**src/rtl/ipi_wake_pkg.sv**
```systemverilog
// Shared definitions for the processor wake-up sequencer.
// Assumes a 32-bit command word with the low-word field layout below.
package ipi_wake_pkg;

    typedef enum logic [2:0] {
        DLV_FIXED   = 3'd0,
        DLV_SMI     = 3'd2,
        DLV_INIT    = 3'd5,
        DLV_STARTUP = 3'd6
    } dlv_mode_e;

    typedef enum logic [2:0] {
        ST_IDLE,
        ST_HI,
        ST_LO,
        ST_POLL,
        ST_WAIT
    } seq_state_e;

    localparam int unsigned CMD_W      = 32;
    localparam int unsigned VEC_W      = 8;
    localparam int unsigned ID_W       = 8;
    localparam int unsigned MODE_LSB   = 8;
    localparam int unsigned LEVEL_BIT  = 14;
    localparam int unsigned SHORT_LSB  = 18;
    localparam int unsigned ID_LSB     = 24;
    localparam int unsigned PAGE_SHIFT = 12;
    localparam int unsigned LOW_MEG    = 20;
    localparam logic [1:0]  SHORT_NONE = 2'b00;
    localparam logic [1:0]  SHORT_ABS  = 2'b11;
    localparam int unsigned LAST_STEP  = 2;

endpackage

```
**src/rtl/ipi_cmd_builder.sv**
```systemverilog
// Builds the high (destination) and low (launch) command words.
// Assumes: inputs are held stable by the controller during a message.
module ipi_cmd_builder
    import ipi_wake_pkg::*;
(
    input  logic             is_sipi_i,
    input  logic [VEC_W-1:0] page_i,
    input  logic [ID_W-1:0]  dest_i,
    input  logic             abs_i,
    output logic [CMD_W-1:0] hi_word_o,
    output logic [CMD_W-1:0] lo_word_o
);

    dlv_mode_e mode;

    // Pick delivery mode and assemble both words.
    always_comb begin
        mode      = is_sipi_i ? DLV_STARTUP : DLV_INIT;
        hi_word_o = '0;
        lo_word_o = '0;
        if (!abs_i) begin
            hi_word_o[ID_LSB +: ID_W] = dest_i;
        end
        lo_word_o[VEC_W-1:0]        = is_sipi_i ? page_i : '0;
        lo_word_o[MODE_LSB +: 3]    = mode;
        lo_word_o[LEVEL_BIT]        = 1'b1;
        lo_word_o[SHORT_LSB +: 2]   = abs_i ? SHORT_ABS : SHORT_NONE;
    end

endmodule

```
**src/rtl/ipi_delay_timer.sv**
```systemverilog
// Down-counter for the inter-message delays.
// Loading N makes expire_o high in the N-th following cycle; N must be >= 1.
module ipi_delay_timer #(
    parameter int unsigned CNT_W = 16
) (
    input  logic             clk,
    input  logic             rst_n,
    input  logic             load_i,
    input  logic [CNT_W-1:0] load_val_i,
    output logic             expire_o
);

    logic [CNT_W-1:0] cnt_q;

    // Load on request, otherwise count down to zero and stop.
    always_ff @(posedge clk) begin
        if (!rst_n) begin
            cnt_q <= '0;
        end else if (load_i) begin
            cnt_q <= load_val_i;
        end else if (cnt_q != '0) begin
            cnt_q <= cnt_q - 1'b1;
        end
    end

    assign expire_o = (cnt_q == CNT_W'(1));

endmodule

```
**src/rtl/ipi_seq_ctrl.sv**
```systemverilog
// Controller for the INIT / start-up / start-up train.
// Validates the start address, latches the request, steps through the
// messages, polls delivery status and schedules the delays.
module ipi_seq_ctrl
    import ipi_wake_pkg::*;
#(
    parameter int unsigned ADDR_W = 32,
    parameter int unsigned CNT_W  = 16,
    parameter int unsigned SHORT_CYC = 10,
    parameter int unsigned LONG_CYC  = 200
) (
    input  logic              clk,
    input  logic              rst_n,
    input  logic              start_i,
    input  logic [ID_W-1:0]   dest_id_i,
    input  logic              abs_i,
    input  logic [ADDR_W-1:0] addr_i,
    input  logic              dlv_status_i,
    input  logic              expire_i,
    output seq_state_e        state_o,
    output logic              is_sipi_o,
    output logic [VEC_W-1:0]  page_o,
    output logic [ID_W-1:0]   dest_o,
    output logic              abs_o,
    output logic              tmr_load_o,
    output logic [CNT_W-1:0]  tmr_val_o,
    output logic              err_o,
    output logic              done_o
);

    seq_state_e       state_q;
    logic [1:0]       step_q;
    logic [ID_W-1:0]  dest_q;
    logic             abs_q;
    logic [VEC_W-1:0] page_q;
    logic             err_q;
    logic             done_q;
    logic             addr_ok;
    logic             acked;

    // Address must be page aligned and below 1 MB.
    assign addr_ok = (addr_i[ADDR_W-1:LOW_MEG] == '0) && (addr_i[PAGE_SHIFT-1:0] == '0);
    assign acked   = (state_q == ST_POLL) && !dlv_status_i;

    // Sequencing state, request latch and one-cycle status pulses.
    always_ff @(posedge clk) begin
        if (!rst_n) begin
            state_q <= ST_IDLE;
            step_q  <= '0;
            dest_q  <= '0;
            abs_q   <= 1'b0;
            page_q  <= '0;
            err_q   <= 1'b0;
            done_q  <= 1'b0;
        end else begin
            err_q  <= 1'b0;
            done_q <= 1'b0;
            case (state_q)
                ST_IDLE: begin
                    if (start_i) begin
                        if (addr_ok) begin
                            dest_q  <= dest_id_i;
                            abs_q   <= abs_i;
                            page_q  <= addr_i[PAGE_SHIFT +: VEC_W];
                            step_q  <= '0;
                            state_q <= ST_HI;
                        end else begin
                            err_q <= 1'b1;
                        end
                    end
                end
                ST_HI:   state_q <= ST_LO;
                ST_LO:   state_q <= ST_POLL;
                ST_POLL: begin
                    if (acked) begin
                        if (step_q == 2'(LAST_STEP)) begin
                            done_q  <= 1'b1;
                            state_q <= ST_IDLE;
                        end else begin
                            state_q <= ST_WAIT;
                        end
                    end
                end
                ST_WAIT: begin
                    if (expire_i) begin
                        step_q  <= step_q + 1'b1;
                        state_q <= ST_HI;
                    end
                end
                default: state_q <= ST_IDLE;
            endcase
        end
    end

    // Start the delay after INIT and after the first start-up message.
    assign tmr_load_o = acked && (step_q != 2'(LAST_STEP));
    assign tmr_val_o  = (step_q == 2'd0) ? CNT_W'(SHORT_CYC) : CNT_W'(LONG_CYC);

    assign state_o   = state_q;
    assign is_sipi_o = (step_q != 2'd0);
    assign page_o    = page_q;
    assign dest_o    = dest_q;
    assign abs_o     = abs_q;
    assign err_o     = err_q;
    assign done_o    = done_q;

endmodule

```
**src/rtl/ipi_wake_seq.sv**
```systemverilog
// Top of the processor wake-up sequencer: controller, word builder and
// delay timer. Drives two 32-bit command-register writes per message.
// Assumes dlv_status_i reflects the launched message from the cycle after
// the low-word write.
module ipi_wake_seq
    import ipi_wake_pkg::*;
#(
    parameter int unsigned ADDR_W        = 32,
    parameter int unsigned CYCLES_PER_US = 100,
    parameter int unsigned INIT_GAP_US   = 10,
    parameter int unsigned SIPI_GAP_US   = 200
) (
    input  logic              clk,
    input  logic              rst_n,
    input  logic              start_i,
    input  logic [7:0]        dest_id_i,
    input  logic              all_but_self_i,
    input  logic [ADDR_W-1:0] start_addr_i,
    input  logic              dlv_status_i,
    output logic              reg_wr_o,
    output logic              reg_sel_o,
    output logic [31:0]       reg_wdata_o,
    output logic              busy_o,
    output logic              err_o,
    output logic              done_o
);

    localparam int unsigned SHORT_CYC = INIT_GAP_US * CYCLES_PER_US;
    localparam int unsigned LONG_CYC  = SIPI_GAP_US * CYCLES_PER_US;
    localparam int unsigned CNT_W     = $clog2(LONG_CYC + 1);

    seq_state_e       state;
    logic             is_sipi;
    logic [VEC_W-1:0] page;
    logic [ID_W-1:0]  dest;
    logic             abs_sel;
    logic             tmr_load;
    logic [CNT_W-1:0] tmr_val;
    logic             expire;
    logic [CMD_W-1:0] hi_word;
    logic [CMD_W-1:0] lo_word;

    ipi_seq_ctrl #(
        .ADDR_W    (ADDR_W),
        .CNT_W     (CNT_W),
        .SHORT_CYC (SHORT_CYC),
        .LONG_CYC  (LONG_CYC)
    ) ctrl_i (
        .clk          (clk),
        .rst_n        (rst_n),
        .start_i      (start_i),
        .dest_id_i    (dest_id_i),
        .abs_i        (all_but_self_i),
        .addr_i       (start_addr_i),
        .dlv_status_i (dlv_status_i),
        .expire_i     (expire),
        .state_o      (state),
        .is_sipi_o    (is_sipi),
        .page_o       (page),
        .dest_o       (dest),
        .abs_o        (abs_sel),
        .tmr_load_o   (tmr_load),
        .tmr_val_o    (tmr_val),
        .err_o        (err_o),
        .done_o       (done_o)
    );

    ipi_cmd_builder build_i (
        .is_sipi_i (is_sipi),
        .page_i    (page),
        .dest_i    (dest),
        .abs_i     (abs_sel),
        .hi_word_o (hi_word),
        .lo_word_o (lo_word)
    );

    ipi_delay_timer #(.CNT_W(CNT_W)) timer_i (
        .clk        (clk),
        .rst_n      (rst_n),
        .load_i     (tmr_load),
        .load_val_i (tmr_val),
        .expire_o   (expire)
    );

    // Drive the command-register write port from the controller state.
    always_comb begin
        reg_wr_o    = (state == ST_HI) || (state == ST_LO);
        reg_sel_o   = (state == ST_HI);
        reg_wdata_o = '0;
        if (state == ST_HI) reg_wdata_o = hi_word;
        if (state == ST_LO) reg_wdata_o = lo_word;
    end

    assign busy_o = (state != ST_IDLE);

endmodule

```
**config.mk**
```make
export PLATFORM = sky130hd
export DESIGN_NAME = ipi_wake_seq
export DESIGN_NICKNAME = d
export VERILOG_FILES = /design/src/rtl/ipi_wake_pkg.sv /design/src/rtl/ipi_cmd_builder.sv /design/src/rtl/ipi_delay_timer.sv /design/src/rtl/ipi_seq_ctrl.sv /design/src/rtl/ipi_wake_seq.sv
export SDC_FILE = /design/constraint.sdc
export NUM_CORES = 1
export LEC_CHECK = 0
export CAP_MARGIN = 20
export CORE_MARGIN = 4
export CORE_UTILIZATION = 44
export DETAILED_ROUTE_END_ITERATION = 8
export MAX_ROUTING_LAYER = met4
export PLACE_DENSITY = 0.8
export SYNTH_ARGS = -nofsm -noshare
export SYNTH_HDL_FRONTEND = slang
export SYNTH_SLANG_ARGS = --single-unit
```
**constraint.sdc**
```tcl
create_clock -name clk -period 2.6 [get_ports clk]
set_input_delay 0.39 -clock clk [delete_from_list [all_inputs] [get_ports clk]]
set_output_delay 0.39 -clock clk [all_outputs]
set_load 0.005 [all_outputs]
```
# Word level (Yosys, flattened, before mapping)

Cells that the tools add are included.

Bits of input ports: 45
Output and inout port bits: 37
Register bits: 39
Word-level logic and storage cells: 61

Eq/ne operators: 11
Multiplexer cells: 21
Add/subtract/negate cells: 2
Reductions and logical operators: 19

Operators with widths:

| cell                    | number |
|---|---|
| $mux W32                | 2 |
| $mux W15                | 3 |
| $logic_not A12 Y1       | 2 |
| $mux W8                 | 2 |
| $eq A15 B1 Y1 const B   | 1 |
| $mux W3                 | 5 |
| $pmux W3 S5             | 1 |
| $reduce_bool A15 Y1     | 1 |
| $sub A15 B1 Y15 const B | 1 |
| $mux W2                 | 5 |
| $reduce_and A3 Y1       | 3 |
| $reduce_and A4 Y1       | 2 |
| $eq A3 B2 Y1 const B    | 2 |
| $ne A2 B1 Y1 const B    | 3 |
| $reduce_bool A2 Y1      | 3 |
| $ne A2 B2 Y1 const B    | 2 |
| $pmux W2 S2             | 1 |
| $eq A3 B1 Y1 const B    | 1 |
| $eq A3 B3 Y1 const B    | 1 |
| $logic_and A1 B1 Y1     | 3 |
| $logic_not A3 Y1        | 1 |
| $reduce_bool A3 Y1      | 1 |
| $add A2 B1 Y2 const B   | 1 |
| $eq A2 B2 Y1 const B    | 1 |
| other kinds (4)         | 5 |

# Depth between registers and ports, before layout

Gate-level depths: netlist (run 1).

Word-level depth: 5
Depth in mapped cells: 7
Gate-level depth less buffers: 6

# Cells and area by module

From an unflattened synthesis (run 1), not the netlist that was laid out.

Cell total of the unflattened synthesis: 432
Area, all modules: 3,570.9 sq um

Modules (own cells, without submodules):

| module          | cells an instance | area each (sq um) | times used | sequential area each (sq um) |
|---|---|---|---|---|
| ipi_seq_ctrl    | 143               | 1,226.2           | 1          | 480.5 |
| ipi_wake_seq    | 116               | 1,002.2           | 1          | 0.0 |
| ipi_delay_timer | 107               | 878.3             | 1          | 300.3 |
| ipi_cmd_builder | 66                | 464.2             | 1          | 0.0 |

# Worst setup path before layout (run 1)

OpenSTA, ideal clock, no wires.

Kind: register -> register
Start: register timer_i.cnt_q[0]
End: register timer_i.cnt_q[12]
Buffers on the path: 1
Arrival time: 1,904 ps
Required time: 2,530 ps
Clock period less this slack: 1,974 ps
Stages on the path, launching flop included: 8
Path slack: 626 ps
Setup time: 70 ps
Path through: dfxtp_1 inv_1 ha_1 or3b_1 clkbuf_1 or3_1 or4_1 a21oi_1

Word-level cells in the longest chain between the ends: 3
Elaborated cells on any way between the ends: 5
Those cells by class: add/sub (1); mux (2); reduce/logical (2)

Ends and longest elaborated chain:

| item                   | line                  | RTL |
|---|---|---|
| start, declared        | ipi_delay_timer.sv:13 | `logic [CNT_W-1:0] cnt_q;` |
| start signal, assigned | ipi_delay_timer.sv:20 | `cnt_q <= load_val_i;` |
| start signal, assigned | ipi_delay_timer.sv:22 | `cnt_q <= cnt_q - 1'b1;` |
| $sub A15 B1 Y15        | ipi_delay_timer.sv:22 |  |
| $mux W15               | ipi_delay_timer.sv:21 | `end else if (cnt_q != '0) begin` |
| $mux W15               | ipi_delay_timer.sv:19 | `end else if (load_i) begin` |

Several ways; a longest one is shown, not always the timed one. The select of a mux whose other input is x is not followed.
A chain may end at the register's enable or synchronous reset.

# Final worst setup path (run 1)

Start: register ctrl_i.state_q[2], in the netlist ctrl_i.state_o[2]
End: output port reg_wdata_o[24]

Word-level cells in the longest chain between the ends: 3
Elaborated cells on any way between the ends: 4
Those cells by class: eq/ne (2); mux (2)

Ends and longest elaborated chain:

| item                   | line               | RTL |
|---|---|---|
| start, declared        | ipi_seq_ctrl.sv:31 | `seq_state_e state_q;` |
| start signal, assigned | ipi_seq_ctrl.sv:48 | `state_q <= ST_IDLE;` |
| start signal, assigned | ipi_seq_ctrl.sv:66 | `state_q <= ST_HI;` |
| start signal, assigned | ipi_seq_ctrl.sv:72 | `ST_HI: state_q <= ST_LO;` |
| $eq A3 B1 Y1           | ipi_wake_seq.sv:90 | `if (state == ST_HI) reg_wdata_o = hi_word;` |
| $mux W32               | ipi_wake_seq.sv:90 |  |
| $mux W32 *             | ipi_wake_seq.sv:91 | `if (state == ST_LO) reg_wdata_o = lo_word;` |
| end, declared          | ipi_wake_seq.sv:22 | `output logic [31:0] reg_wdata_o,` |

Every way passes the cells marked *; elsewhere a longest branch is shown, timed or not.

==> results by group, run 1 <==
Run
  • Max_cap viols: 0

Drt
  • Vias: 2246
  • DRT iter0 DRCs: 127
  • Via density: 5.601
  • Post-DRT Antenna Nets: 0
  • DR WL/cell: approximately 16 microns
  • DRC violations left: 0
  • DRT Pass-1 Iters: 4
  • Final WL: 6258 microns

Clocking
  • CTS H-tree lvls: 2
  • CTS tree: yes
  • CTS Sinks: 39
  • Root Buffer: clkbuf_8
  • Reg clk slew, reported paths: around 0.080 ns
  • Clock buffer count from CTS: 5
  • Maximum clock insertion buffer count: 2
  • Hold_buf cts: 0
  • Clk_lat worst skew: 0.30 ns
  • Post-CTS Setup Repair Bufs: 0
  • Post-CTS sizing: 2

Die
  • Cell Rows: 25
  • Ports: 82
  • Die Y: 78.22 microns
  • Starting Density: 45.63%
  • Die width: 78.22 microns
  • Core footprint: 4755 sq um
  • Die area: around 6100 sq um

GRT
  • Grt total ovfl: 0
  • Vias in the first global route: 2190
  • Largest net degree at the start of global routing: 21
  • First-pass GRT wire length: 10090 microns
  • Initial antenna violation count: 0
  • Overall routing resource usage: 21.46%

Synth
  • Yosys warns: 0
  • Async SR Flop Fraction: 0%
  • Post-Syn Area: 2170 sq um
  • Multiplexer share of the synthesized area: 0%
  • Cell variety after synth: 49
  • Seq cells post-synth: 39
  • Syn Area/Cell: 8.156 sq um
  • Largest family of logic cells by synthesized area: simple AND/OR/NAND/NOR gates
  • Main synth FF type: dfxtp_1
  • Post-synthesis adder-cell area fraction: 2.307%
  • XOR/XNOR Fraction of Synth Area: 0.8074%
  • Cells after synthesis: approximately 270
  • Post-synth EDFFs: 0
  • Post-Synth Simple-Gate Area: 34.89%
  • Post-synthesis compound-gate area fraction: 17.24%
  • Seq/Total Area, Yosys: 35.99%

Placed design
  • DP Worst Slack: 0.2222 ns
  • I/O Buffers: 71
  • Dpl cells: about 390
  • Post-DP HPWL: 4606 microns
  • Placer congestion estimate: 0.8799

Power and ir drop
  • Pwr Density: 751.0 nW/um^2
  • LEAKAGE: 0.001092 uW
  • Worst vdd ir: 328.1 uV

Cells and area
  • Post-route insts no fill: 401
  • P&R area growth vs syn: 39.68%
  • Final net count: 382
  • Share of layout cells above drive strength 1: 8.683%
  • Diodes inserted: 0

Critical path
  • Crit end category: primary output
  • CP startpoint kind: register
  • WS Path Type: register to primary output
  • Crit-path max FO: 10
  • Required @ worst endpoint: roughly 2.2 ns
  • WP data arrival: 2.11 ns

STA
  • Fin Setup TNS: 0 ns
  • Final Setup Violations: 0
  • Setup Skew: 0.006052 ns
  • Final Critical Period: 2.497 ns
  • Final hold viol count: 0
  • Measured slew at the worst slew-check pin: 0.5317 ns
  • Setup ws final: 0.1029 ns
  • Pins Over Slew Limit: 0
  • Slew margin rel.: 64.23%
  • RSZ-0062 raised after global routing: false
  • FMAX: 400.5 MHz
  • Fin crit share: a little over nine tenths

Hold path
  • Hold WC Path Type: register to register

Run status
  • Status: completed
area by class of cell:
type | instances | area (sq um)
repair buffers | 79 | 770.7
clock inverters | 3 | 47.55
inverters | 7 | 26.28
clock buffers | 5 | 68.82
flip-flops and latches | 39 | 782.0
well taps | 67 | 83.83
fillers | 421 | 1724
multi-input cells | 201 | 1251
routing by layer:
metal  share of wire, %  global-route usage, %
met5                  0                      -
met4                2.9                  9.790
met3                9.4                  7.225
met2                 46                  32.96
met1                 42                  25.44
sequential cells by signal (all words and copies together) (netlist names):
| signal | count |
|---|---|
| ctrl_i.dest_o | 8 |
| timer_i.cnt_q | 15 |
| ctrl_i.err_o | 1 |
| ctrl_i.state_o | 3 |
| ctrl_i.done_o | 1 |
| ctrl_i.page_o | 8 |
| ctrl_i.step_q | 2 |
| ctrl_i.abs_o | 1 |
power by group:
part	internal [uW]	switching, uW
logic	443	473
registers	695	134
clock network	291	240
critical path: stages, from the launching register on:
cell and delay [ns]:
dfxtp_1 0.40, or3b_2 0.57, nor2_4 0.17, and2_1 0.16, clkdlybuf4s50_1 0.50
metrics by stage:
stage | total power (uW) | cell area, sq um | util, % | hold slack [ns]
finish | 2276 | 3030 | 63.74 | 0.4649
global route | 2434 | 3030 | 63.74 | 0.4873
CTS | 2269 | 3018 | 63.47 | 0.4688
detailed placement | 1744 | 2898 | 60.95 | 0.4570
global placement | 1700 | 2898 | 60.95 | 0.4482
floorplan | 1467 | 2203 | - | 0.4351
path summary, 6_finish.rpt:
check,slack [ns],depth (start not counted),end,start
setup reg to reg,0.46,6,timer_i.cnt_q[12],timer_i.cnt_q[0]
hold / removal,0.46,2,ctrl_i.step_q[0],ctrl_i.step_q[0]
hold reg to reg,0.46,2,ctrl_i.step_q[0],ctrl_i.step_q[0]
setup / recovery,0.10,4,reg_wdata_o[24],ctrl_i.state_o[2]
cell usage in the layout, fill, tap and decap left out, drive strengths merged, types with 3 or more instances in the layout:
| master | synthesis | final |
|---|---|---|
| clkbuf | 12 | 5 |
| a211oi | 3 | 3 |
| dfxtp | 39 | 39 |
| a31oi | 3 | 3 |
| o21ai | 23 | 23 |
| buf | 16 | 8 |
| and4 | 5 | 5 |
| nand4 | 23 | 23 |
| or4 | 8 | 8 |
| o31ai | 3 | 3 |
| conb | 1 | 10 |
| nand3 | 3 | 3 |
| nor2 | 12 | 12 |
| nor4 | 12 | 12 |
| nand2 | 11 | 11 |
| clkdlybuf4s50 | 0 | 71 |
| nand2b | 3 | 3 |
| and2 | 19 | 19 |
| a21oi | 25 | 25 |
| nor3 | 7 | 7 |
| or3 | 5 | 5 |
| ha | 4 | 4 |
| inv | 6 | 7 |
logic make-up after synthesis:
logic type,Yosys count
xor+xnor,2
simple gates,120
other cells,1
flops,39
compound gates,65
fa+ha+maj,4
buf+inv,35
synthesized netlist by cell type (2+ instances only):
cell / instances / area [sq um]
or4_1: 6 / 45.04
nand2_1: 11 / 41.29
o21ai_0: 23 / 115.1
and3_1: 2 / 12.51
xor2_1: 2 / 17.52
dfxtp_1: 39 / 780.8
clkbuf_1: 12 / 45.04
and4_1: 3 / 26.28
a21oi_1: 25 / 125.1
or3_1: 4 / 25.02
a31oi_1: 3 / 18.77
and4_2: 2 / 20.02
nand3_1: 3 / 15.01
o31ai_1: 3 / 22.52
nand2b_1: 3 / 18.77
nor3_1: 7 / 35.03
o211ai_1: 2 / 15.01
nor2_1: 12 / 45.04
inv_1: 6 / 22.52
ha_1: 4 / 50.05
buf_4: 12 / 90.09
and2_1: 19 / 118.9
nand4_1: 23 / 143.9
or4_4: 2 / 22.52
buf_2: 2 / 10.01
nor4_1: 11 / 68.82
a211oi_1: 3 / 22.52
No activity file was read; power rests on OpenSTA's default activity.
==> run 2, diff against run 1 <==
Settings changed: CORE_MARGIN 4 to default.
==> run 2 against run 1 <==
Net effect:
- design area hardly changed
- setup slack better by 0.012 ns
- count of clock-buffer cells in the layout is 1 higher
- clock skew about the same
- first-iteration DRC count decreased by 25%
- cell count is the same
- non-clock buffer count unchanged
- largest cell class unchanged
- highest routed layer unchanged
==> results by group, run 2 (same netlist as run 1, synthesis figures left out) <==
Cells and area
  • P&R area growth vs syn: 39.73% (was 39.68%)
  • Max reg flops: 15 (unchanged)
  • Share of layout cells above drive strength 1: 8.683% (unchanged)
  • Diodes inserted: 0 (unchanged)
  • Most common cell after layout, fill and taps aside: clkdlybuf4s50_1 (unchanged)
  • Commonest non-fill, non-tap cells in the layout: clkdlybuf4s50_1, dfxtp_1, a21oi_1 (unchanged)
  • Top reg by flops: timer_i.cnt_q (unchanged)
  • Final net count: 382 (unchanged)
  • Fin area: 3032 sq um (was 3030 sq um)
  • Fillers: 392 (was 421)

STA
  • Fin crit share: 95.56% (was 96.04%)
  • Final Setup Violations: 0 (unchanged)
  • Measured slew at the worst slew-check pin: 0.5587 ns (was 0.5317 ns)
  • FMAX: 402.5 MHz (was 400.5 MHz)
  • Setup ws final: 0.1153 ns (was 0.1029 ns)
  • RSZ-0062 raised after global routing: false (unchanged)
  • Pins Over Slew Limit: 0 (unchanged)
  • Final Critical Period: 2.485 ns (was 2.497 ns)
  • Fin Setup TNS: 0 ns (unchanged)
  • Final hold viol count: 0 (unchanged)
  • Slew margin rel.: 62.41% (was 64.23%)
  • Setup Skew: 0.005563 ns (was 0.006052 ns)
  • Hold slack: 0.4643 ns (was 0.4649 ns)

GRT
  • Vias in the first global route: 2138 (was 2190)
  • Grt total ovfl: 0 (unchanged)
  • Largest net degree at the start of global routing: 20 (was 21)
  • First-pass GRT wire length: 9729 microns (was 10090 microns)
  • Initial antenna violation count: 0 (unchanged)
  • Overall routing resource usage: 24.25% (was 21.46%)

Clocking
  • Root Buffer: clkbuf_8 (unchanged)
  • Maximum clock insertion buffer count: 2 (unchanged)
  • Clock buffer count from CTS: 5 (unchanged)
  • Hold_buf cts: 0 (unchanged)
  • CTS tree: yes (unchanged)
  • Reg clk slew, reported paths: 0.08 ns (about the same)
  • CTS H-tree lvls: 2 (unchanged)
  • Clk_lat worst skew: 0.29 ns (was 0.30 ns)
  • CTS Sinks: 39 (unchanged)

Placed design
  • DP Worst Slack: 0.2096 ns (was 0.2222 ns)
  • Post-DP HPWL: 4129 microns (was 4606 microns)
  • I/O Buffers: 71 (unchanged)
  • Dpl cell area: 2898 sq um (unchanged)
  • Placer congestion estimate: 0.8408 (was 0.8799)

Power and ir drop
  • Combinational power share: 39.8% (was 40.3%)
  • Net Sw Power: 814.3 uW (was 846.6 uW)
  • Clk network pwr share: 23.5% (was 23.3%)
  • Internal: 1448 uW (was 1429 uW)
  • Pwr Density: 746.3 nW/um^2 (was 751.0 nW/um^2)
  • Switching part of the total: 35.99% (was 37.20%)
  • LEAKAGE: 0.001095 uW (was 0.001092 uW)
  • Worst vdd ir: 378.9 uV (was 328.1 uV)
  • Reg power frac: 36.7% (was 36.4%)

Die
  • Die width: 72.22 microns (was 78.22 microns)
  • Die area: 5216 sq um (was 6118 sq um)
  • Cell Rows: 25 (unchanged)
  • Core footprint: 4723 sq um (was 4755 sq um)
  • Starting Density: 45.93% (was 45.63%)
  • Die Y: 72.22 microns (was 78.22 microns)
  • Ports: 82 (unchanged)

Critical path
  • WP buf/inv: 1 (unchanged)
  • WS Path Type: register to primary output (unchanged)
  • Slowest CP cell: or3b_2 (unchanged)
  • Crit end category: primary output (unchanged)
  • Worst-path cell chain: or3b_2 -> nor2_4 -> and2_1 -> clkdlybuf4s50_1 (unchanged)
  • Largest stage delay, worst path: 0.56 ns (was 0.57 ns)
  • Crit-path max FO: 10 (unchanged)
  • CP startpoint kind: register (unchanged)
  • Register-to-register setup slack: 0.47 ns (was 0.46 ns)
  • Required @ worst endpoint: 2.21 ns (about the same)
  • Crit path max-delay family: simple AND/OR/NAND/NOR gates (unchanged)
  • WP data arrival: 2.09 ns (was 2.11 ns)

Drt
  • DRT iter0 DRCs: 95 (was 127)
  • DR WL/cell: 14.30 microns (was 15.61 microns)
  • Via density: 5.599 (was 5.601)
  • Final WL: 5734 microns (was 6258 microns)
  • Vias: 2245 (was 2246)
  • DRT Pass-1 Iters: 4 (unchanged)
  • Post-DRT Antenna Nets: 0 (unchanged)
  • DRC violations left: 0 (unchanged)

Run
  • Max_cap viols: 0 (unchanged)

Run status
  • Status: completed (unchanged)

Hold path
  • Hold WC Path Type: register to register (unchanged)
run 2: cell count changes in the layout (fill, tap and decap cells not counted), sizes merged:
cell,change
inv,-1
clkbuf,+1
run 2: cell type report:
cell class,instances,area (sq um),area share [%]
Timing Repair Buffer,79,770.7,25.42
Tap cell,67,83.83,2.765
Clock inverter,2,35.03,1.156
Multi-Input combinational cell,201,1251,41.27
Inverter,7,26.28,0.8667
Clock buffer,6,82.58,2.724
Sequential cell,39,782.0,25.79
run 2: path summary, 6_finish.rpt:
kind,from,end,cells after the start
worst min-delay path,ctrl_i.step_q[0],ctrl_i.step_q[0],2
worst max-delay path,ctrl_i.state_o[2],reg_wdata_o[31],4
worst max register to register,timer_i.cnt_q[0],timer_i.cnt_q[12],6
worst min register to register,ctrl_i.step_q[0],ctrl_i.step_q[0],2
run 2: power groups by stage:
stage          clock [uW]  sequential, uW  combinational, uW
6_report              531             830                901
5_1_grt               568             848                995
4_1_cts               532             826                897
3_5_place_dp            0             840                888
3_3_place_gp            0             831                869
2_1_floorplan           0             799                668
run 2: worst min-delay path, stage by stage (launching register included):
cell	delay, ns
dfxtp_1	0.32
nand2_1	0.05
o31ai_1	0.05
run 2: repair_timing:
item | 4_1_cts | 5_1_grt
endpoints found under the setup margin | 8 | 17
buffers inserted | 0 | 0
endpoints found under the hold margin | 0 | 0
resized for setup | 2 | 3
pin swaps | 0 | 0
run 2: routing by layer:
metal	routed length [microns]	vias to the layer above	track usage, %
met5	0	-	-
met4	78	0	7.190
met3	316	11	5.556
met2	2628	66	38.53
met1	2709	1059	30.77
li1	-	1109	-
run 2: stage by stage:
step | utilization, % | total power, uW | instances
2_1_floorplan | - | 1467 | 275
3_3_place_gp | 61.35 | 1700 | 393
3_5_place_dp | 61.35 | 1728 | 393
4_1_cts | 63.92 | 2255 | 401
5_1_grt | 64.19 | 2411 | 401
6_report | 64.19 | 2262 | 401
